File: src/rtl/dtmr_pkg.sv
`timescale 1ns/1ps
package dtmr_pkg;
  localparam int NHALF = 2;

  // run-mode field values
  localparam logic [1:0] RM_STOP = 2'b00;
  localparam logic [1:0] RM_ONCE = 2'b01;
  localparam logic [1:0] RM_LOOP = 2'b10;

  // global arrangement value for two independent halves
  localparam logic [1:0] GA_SPLIT = 2'b01;

  // register byte offsets
  localparam int OFS_CNT0 = 'h10;
  localparam int OFS_PRD0 = 'h18;
  localparam int OFS_RUN  = 'h20;
  localparam int OFS_GLB  = 'h24;

  // run-mode field positions inside the 0x20 word
  localparam int RM_LSB_LO = 6;
  localparam int RM_LSB_HI = 22;
endpackage

File: src/rtl/dtmr_half.sv
`timescale 1ns/1ps
module dtmr_half
  import dtmr_pkg::*;
#(
  parameter int W       = 32,
  parameter bit HAS_CMP = 1'b0
) (
  input  logic         clk,
  input  logic         rst,
  input  logic         go,
  input  logic         live,
  input  logic         cnt_we,
  input  logic         prd_we,
  input  logic         mode_we,
  input  logic [W-1:0] wdata,
  input  logic [1:0]   mode_wdata,
  input  logic [W-1:0] cmp_val,
  output logic [W-1:0] cnt,
  output logic [W-1:0] prd,
  output logic [1:0]   mode,
  output logic         irq
);
  logic run;
  logic at_prd;
  logic hit_cmp;

  assign run    = go && live && ((mode == RM_ONCE) || (mode == RM_LOOP));
  assign at_prd = (cnt == prd);

  generate
    if (HAS_CMP) begin : g_cmp
      assign hit_cmp = (cnt == cmp_val);
    end else begin : g_nocmp
      logic unused_cmp;
      assign unused_cmp = ^cmp_val;
      assign hit_cmp    = 1'b0;
    end
  endgenerate

  always_ff @(posedge clk) begin
    if (rst) begin
      cnt  <= '0;
      prd  <= '1;
      mode <= RM_STOP;
      irq  <= 1'b0;
    end else begin
      irq <= run && (at_prd || hit_cmp);

      if (prd_we) prd <= wdata;

      if (!live)       cnt <= '0;
      else if (cnt_we) cnt <= wdata;
      else if (run)    cnt <= at_prd ? '0 : cnt + 1'b1;

      if (mode_we)                                 mode <= mode_wdata;
      else if (run && (mode == RM_ONCE) && at_prd) mode <= RM_STOP;
    end
  end
endmodule

File: src/rtl/dtmr_rdmux.sv
`timescale 1ns/1ps
module dtmr_rdmux
  import dtmr_pkg::*;
#(
  parameter int W       = 32,
  parameter int AW      = 8,
  parameter bit CMP_EN  = 1'b1,
  parameter int CMP_OFS = 'h28
) (
  input  logic [AW-1:0] addr,
  input  logic [W-1:0]  cnt0,
  input  logic [W-1:0]  cnt1,
  input  logic [W-1:0]  prd0,
  input  logic [W-1:0]  prd1,
  input  logic [1:0]    rm0,
  input  logic [1:0]    rm1,
  input  logic [3:0]    glb,
  input  logic [W-1:0]  cmp,
  output logic [W-1:0]  rd
);
  always_comb begin
    rd = '0;
    if (addr == AW'(OFS_CNT0))          rd = cnt0;
    else if (addr == AW'(OFS_CNT0 + 4)) rd = cnt1;
    else if (addr == AW'(OFS_PRD0))     rd = prd0;
    else if (addr == AW'(OFS_PRD0 + 4)) rd = prd1;
    else if (addr == AW'(OFS_RUN)) begin
      rd[RM_LSB_LO +: 2] = rm0;
      rd[RM_LSB_HI +: 2] = rm1;
    end
    else if (addr == AW'(OFS_GLB))      rd[3:0] = glb;
    else if (CMP_EN && (addr == AW'(CMP_OFS))) rd = cmp;
  end
endmodule

File: src/rtl/dual_timer32.sv
`timescale 1ns/1ps
module dual_timer32
  import dtmr_pkg::*;
#(
  parameter int W       = 32,
  parameter int AW      = 8,
  parameter bit CMP_EN  = 1'b1,
  parameter int CMP_OFS = 'h28
) (
  input  logic          clk,
  input  logic          rst,
  input  logic          reg_we,
  input  logic [AW-1:0] reg_addr,
  input  logic [W-1:0]  reg_wdata,
  output logic [W-1:0]  reg_rdata,
  output logic          irq_lo,
  output logic          irq_hi
);
  logic [3:0]       glb_q;
  logic [W-1:0]     cmp_q;
  logic [W-1:0]     cnt_q [NHALF];
  logic [W-1:0]     prd_q [NHALF];
  logic [1:0]       rm_q  [NHALF];
  logic [NHALF-1:0] irq_q;
  logic [NHALF-1:0] cnt_we;
  logic             run_we;
  logic             glb_we;
  logic             go;
  logic [W-1:0]     rd_next;

  assign run_we = reg_we && (reg_addr == AW'(OFS_RUN));
  assign glb_we = reg_we && (reg_addr == AW'(OFS_GLB));
  assign go     = (glb_q[3:2] == GA_SPLIT);

  always_ff @(posedge clk) begin
    if (rst)         glb_q <= '0;
    else if (glb_we) glb_q <= reg_wdata[3:0];
  end

  generate
    if (CMP_EN) begin : g_cmpreg
      always_ff @(posedge clk) begin
        if (rst) cmp_q <= '1;
        else if (reg_we && (reg_addr == AW'(CMP_OFS))) cmp_q <= reg_wdata;
      end
    end else begin : g_nocmpreg
      assign cmp_q = '1;
    end
  endgenerate

  generate
    for (genvar h = 0; h < NHALF; h++) begin : g_half
      localparam int LSB = (h == 0) ? RM_LSB_LO : RM_LSB_HI;
      assign cnt_we[h] = reg_we && (reg_addr == AW'(OFS_CNT0 + 4*h));
      dtmr_half #(.W(W), .HAS_CMP((h == 0) && CMP_EN)) u_half (
        .clk        (clk),
        .rst        (rst),
        .go         (go),
        .live       (glb_q[h]),
        .cnt_we     (cnt_we[h]),
        .prd_we     (reg_we && (reg_addr == AW'(OFS_PRD0 + 4*h))),
        .mode_we    (run_we),
        .wdata      (reg_wdata),
        .mode_wdata (reg_wdata[LSB +: 2]),
        .cmp_val    (cmp_q),
        .cnt        (cnt_q[h]),
        .prd        (prd_q[h]),
        .mode       (rm_q[h]),
        .irq        (irq_q[h])
      );
    end
  endgenerate

  dtmr_rdmux #(.W(W), .AW(AW), .CMP_EN(CMP_EN), .CMP_OFS(CMP_OFS)) u_rdmux (
    .addr (reg_addr),
    .cnt0 (cnt_q[0]),
    .cnt1 (cnt_q[1]),
    .prd0 (prd_q[0]),
    .prd1 (prd_q[1]),
    .rm0  (rm_q[0]),
    .rm1  (rm_q[1]),
    .glb  (glb_q),
    .cmp  (cmp_q),
    .rd   (rd_next)
  );

  always_ff @(posedge clk) begin
    if (rst) reg_rdata <= '0;
    else     reg_rdata <= rd_next;
  end

  assign irq_lo = irq_q[0];
  assign irq_hi = irq_q[1];
endmodule

File: config.mk
export PLATFORM = sky130hd
export DESIGN_NAME = dual_timer32
export DESIGN_NICKNAME = d
export VERILOG_FILES = /design/src/rtl/dtmr_pkg.sv /design/src/rtl/dtmr_half.sv /design/src/rtl/dtmr_rdmux.sv /design/src/rtl/dual_timer32.sv
export SDC_FILE = /design/constraint.sdc
export NUM_CORES = 1
export LEC_CHECK = 0
export ABC_CLOCK_PERIOD_IN_PS = 3400
export BUFFER_PORTS_ARGS = -buffer_cell sky130_fd_sc_hd__buf_2
export CORE_ASPECT_RATIO = 2
export CORE_MARGIN = 10
export CORE_UTILIZATION = 40
export CTS_CLUSTER_DIAMETER = 30
export CTS_CLUSTER_SIZE = 24
export DETAILED_ROUTE_END_ITERATION = 12
export GPL_TIMING_DRIVEN = 0
export PLACE_DENSITY_LB_ADDON = 0.3
export SLEW_MARGIN = 20
export SYNTH_ARGS = -nofsm -noshare
export SYNTH_HDL_FRONTEND = slang
export SYNTH_HIERARCHICAL = 1
export SYNTH_SLANG_ARGS = --single-unit
File: constraint.sdc
create_clock -name clk -period 3.4 [get_ports clk]
set_input_delay 1.02 -clock clk [delete_from_list [all_inputs] [get_ports clk]]
set_output_delay 1.02 -clock clk [all_outputs]
set_load 0.03 [all_outputs]
==> summary.md <==
| Metric | Value |
|---|---|
| RePlAce Congestion | `a little over 1` |
| Final Cycle Share | `103%` |
| Yosys synthesis warning count | `6` |
| Reg area | `4040 um2` |
| Avg Inst Size Synth | `8.42 um2` |
| Crit path from | `g_half[0].u_half/cnt[28]$_SDFFE_PP0P_` |
| Port Buffer Count | `between 70 and 80` |
| RSZ-0062 raised after global routing | `no` |
| Setup violations, final | `3` |
| Mapped Nets | `between 1000 and 1500` |
| Final setup slack of the worst path | `-0.114 ns` |
| CTS buffer count | `34` |
| Htree depth | `2` |
| Endpoint class of the critical path | `flip-flop` |
| CTS tree | `done` |
| Post-Route Utilization | `47.5%` |
| Largest net degree at the start of global routing | `13` |
| TritonCTS Sinks | `slightly above 200` |
| Area grow syn2layout | `17.4%` |
| Synth top area share | `33.3%` |
| Full die area | `38200 um2` |
| Number of synthesized flops with an enable pin | `0` |
| Num ports | `77` |
| CP max FO | `10` |
| Setup crit end | `g_half[0].u_half/cnt[4]$_SDFFE_PP0P_` |
| Synth Flop Type | `dfxtp_1` |
| Max-slew violations | `0` |
| LEAKAGE | `0.00490 uW` |
| Die Span X | `between 100 and 150 um` |
| Multi-input logic area | `7480 um2` |
| Sequential fraction of the synthesis area | `33.3%` |
| Core area | `30100 um2` |
| Post-synthesis async set-or-reset flop share | `0%` |
| Post-Route Hold Slack | `0.505 ns` |
| Worst EP required | `about 3.8 ns` |
| Reg clk slew, reported paths | `0.05 ns` |
| Share of post-route cells with drive strength above 1 | `16.1%` |
| Initial antenna violation count | `0` |
| Final Hold Viols | `0` |
| Total track usage | `27.7%` |
| Crit Reg-Reg Startpoint | `g_half[0].u_half/cnt[28]$_SDFFE_PP0P_` |
| Via count | `11982` |
| Fin crit period | `3.51 ns` |
| Met3 Usage GRT | `under 10%` |
| Busiest grt layer | `met2` |
| Failing checks | `negative setup slack` |
| Setup skew after layout | `between 0.02 and 0.025 ns` |
| Initial DRC count | `1477` |
| Starting density of the core | `40.4%` |
| Netlist Area Pre-Place | `between 10000 and 15000 um2` |
| Netlist cell types | `88` |
| DRC | `0` |
| GR Layer Usage met2 | `46.6%` |
| Startpoint types | `flip-flop` |
| Hold WC Path Type | `flip-flop to flip-flop` |
| Drt wl/cell | `27.8 um` |
| Final WL | `54200 um` |
| Met1 GRT Util | `28.3%` |
| Root Buffer | `clkbuf_16` |
| Vias per inst | `slightly above 6` |
| Worst Path Arrival | `3.87 ns` |
| Slew margin rel. | `26.5%` |
| Post-Synthesis Cells | `1445` |
| Site Rows | `90` |
| First-pass GRT wire length | `77700 um` |
| Worst IR Drop VDD | `0.000276 V` |
| Reg2reg path depth | `8` |
| Hold Path Depth | `2` |
| Post-route ant nets | `0` |
| Status | `finished with violations` |
| N_diodes | `0` |
| Area contributors post-synth | `dfxtp_1, mux2i_1, xnor2_1` |
| Clock latency on the worst-skew pair | `0.54 ns` |
| CP Class | `flip-flop to flip-flop` |
| Initial DRT Pass Iterations | `5` |
| Power per Cell Area | `between 400 and 500 nW/um2` |
| Hold buffers post-CTS | `0` |
| Worst-margin pin slew | `1.09 ns` |
| DIE HEIGHT | `267 um` |
| Post-DP HPWL | `between 40000 and 50000 um` |
| Fmax | `0.285 GHz` |
| Synth Register Bits | `202` |
| Area leader, netlist | `dfxtp_1` |
| Total congestion overflow | `0` |
| Flop2flop setup slack | `-0.11 ns` |
| RR Endpoint | `g_half[0].u_half/cnt[4]$_SDFFE_PP0P_` |
| NumNets Final | `1606` |
| Max_cap viols | `0` |
| Vias in the first global route | `11732` |
| Clock Tree Buf Depth | `3` |
| Filler instances | `2893` |
-- cells in the mapped netlist, drive strengths merged (6+ instances only) --
master	n
a211o	65
a211oi	6
a21oi	97
a221oi	17
a22o	6
a22oi	28
a2bb2oi	11
and2	8
and3	17
and4	7
buf	63
clkbuf	63
dfxtp	202
inv	14
mux2i	88
nand2	102
nand2b	29
nand3	43
nand3b	7
nand4	31
nor2	110
nor2b	103
nor3	29
nor3b	6
nor4	25
o21ai	45
o31ai	14
o41ai	7
or3	7
xnor2	84
xor2	37
-- sequential cells by signal, indices dropped and copies added, names as in the netlist --
signal / flops
cmp_q: 32
g_half.u_half/cnt: 64
g_half.u_half/irq: 2
g_half.u_half/mode: 4
g_half.u_half/prd: 64
glb_q: 4
reg_rdata: 32
-- cell families (layout without fill, tap and decap cells) --
kind of cell             Yosys count  in the layout  synth area share (%)
AND/OR/NAND/NOR                  545            545                  24.7
adder cells (fa/ha/maj)            4              4                 0.412
AO/OA/AOI/OAI                    341            341                  19.7
multiplexers                      92             92                  7.71
XOR/XNOR                         121            121                  8.71
flip-flops                       202            202                  33.3
buffers and inverters            140            278                  5.50
-- worst min path at each step --
| stage | startpoint | to |
|---|---|---|
| 2_1_floorplan | glb_q[2]$_SDFFE_PP0P_ | glb_q[2]$_SDFFE_PP0P_ |
| 3_3_place_gp | glb_q[2]$_SDFFE_PP0P_ | glb_q[2]$_SDFFE_PP0P_ |
| 3_5_place_dp | glb_q[2]$_SDFFE_PP0P_ | glb_q[2]$_SDFFE_PP0P_ |
| 4_1_cts | glb_q[2]$_SDFFE_PP0P_ | glb_q[2]$_SDFFE_PP0P_ |
| 5_1_grt | glb_q[2]$_SDFFE_PP0P_ | glb_q[2]$_SDFFE_PP0P_ |
| 6_report | glb_q[2]$_SDFFE_PP0P_ | glb_q[2]$_SDFFE_PP0P_ |
-- power by group --
| part | leakage (uW) | internal (uW) | switching, uW |
|---|---|---|---|
| Clock | 0.000583 | 2350 | 1290 |
| Combinational | 0.00269 | 75.1 | 210 |
| Sequential | 0.00163 | 2370 | 3.95 |
| Total | 0.00490 | 4800 | 1510 |
-- worst max-delay path: stages (launching register included) --
cell	delay (ns)
dfxtp_1	0.44
clkbuf_1	0.41
xnor2_1	0.19
nand4_1	0.14
nor4_1	0.91
nand2_1	0.47
clkbuf_1	0.39
a21oi_1	0.19
o21ai_0	0.19
-- metrics by stage --
stage	setup TNS [ns]	setup slack [ns]	cells	total power (uW)	cell area [um2]
CTS	-0.0210	-0.0112	1950	6330	14200
finish	-0.324	-0.114	1951	6310	14300
detailed placement	-86.97	-1.18	1890	2700	13000
global placement	-80.68	-1.12	1889	2700	13000
floorplan	0	0.0716	1445	2550	12200
global route	0	0.0138	1951	6430	14300
-- cell type report --
cell class                      count  area share [%]
Sequential cell                   202            28.3
Clock inverter                     16            1.51
Timing Repair Buffer               78            2.86
Buffer                            126            4.49
Inverter                           14           0.368
Tap cell                          368            3.22
Multi-Input combinational cell   1103            52.4
Clock buffer                       44            6.86
-- what timing repair did --
action / 4_1_cts / 5_1_grt
endpoints found under the setup margin: 91 / 91
resized for setup: 11 / 21
setup buffers: 0 / 1
pin swaps: 0 / 1
endpoints found under the hold margin: 0 / 0
-- cell usage in the layout, fill, tap and decap left out, drive strengths merged, types with 17 or more instances in the layout --
master    n
dfxtp   202
buf     136
clkbuf  112
nor2    110
nor2b   103
nand2   102
a21oi    97
mux2i    88
xnor2    84
a211o    65
o21ai    45
nand3    43
xor2     37
nand4    31
nand2b   29
nor3     29
a22oi    28
nor4     25
a221oi   17
and3     17
inv      17
-- routing by layer --
layer	routed length, um	vias to the layer above
met2	26000	661
li1	-	5455
met5	0	-
met4	6250	0
met3	3140	246
met1	18800	5620
No activity file was read; power rests on OpenSTA's default activity.
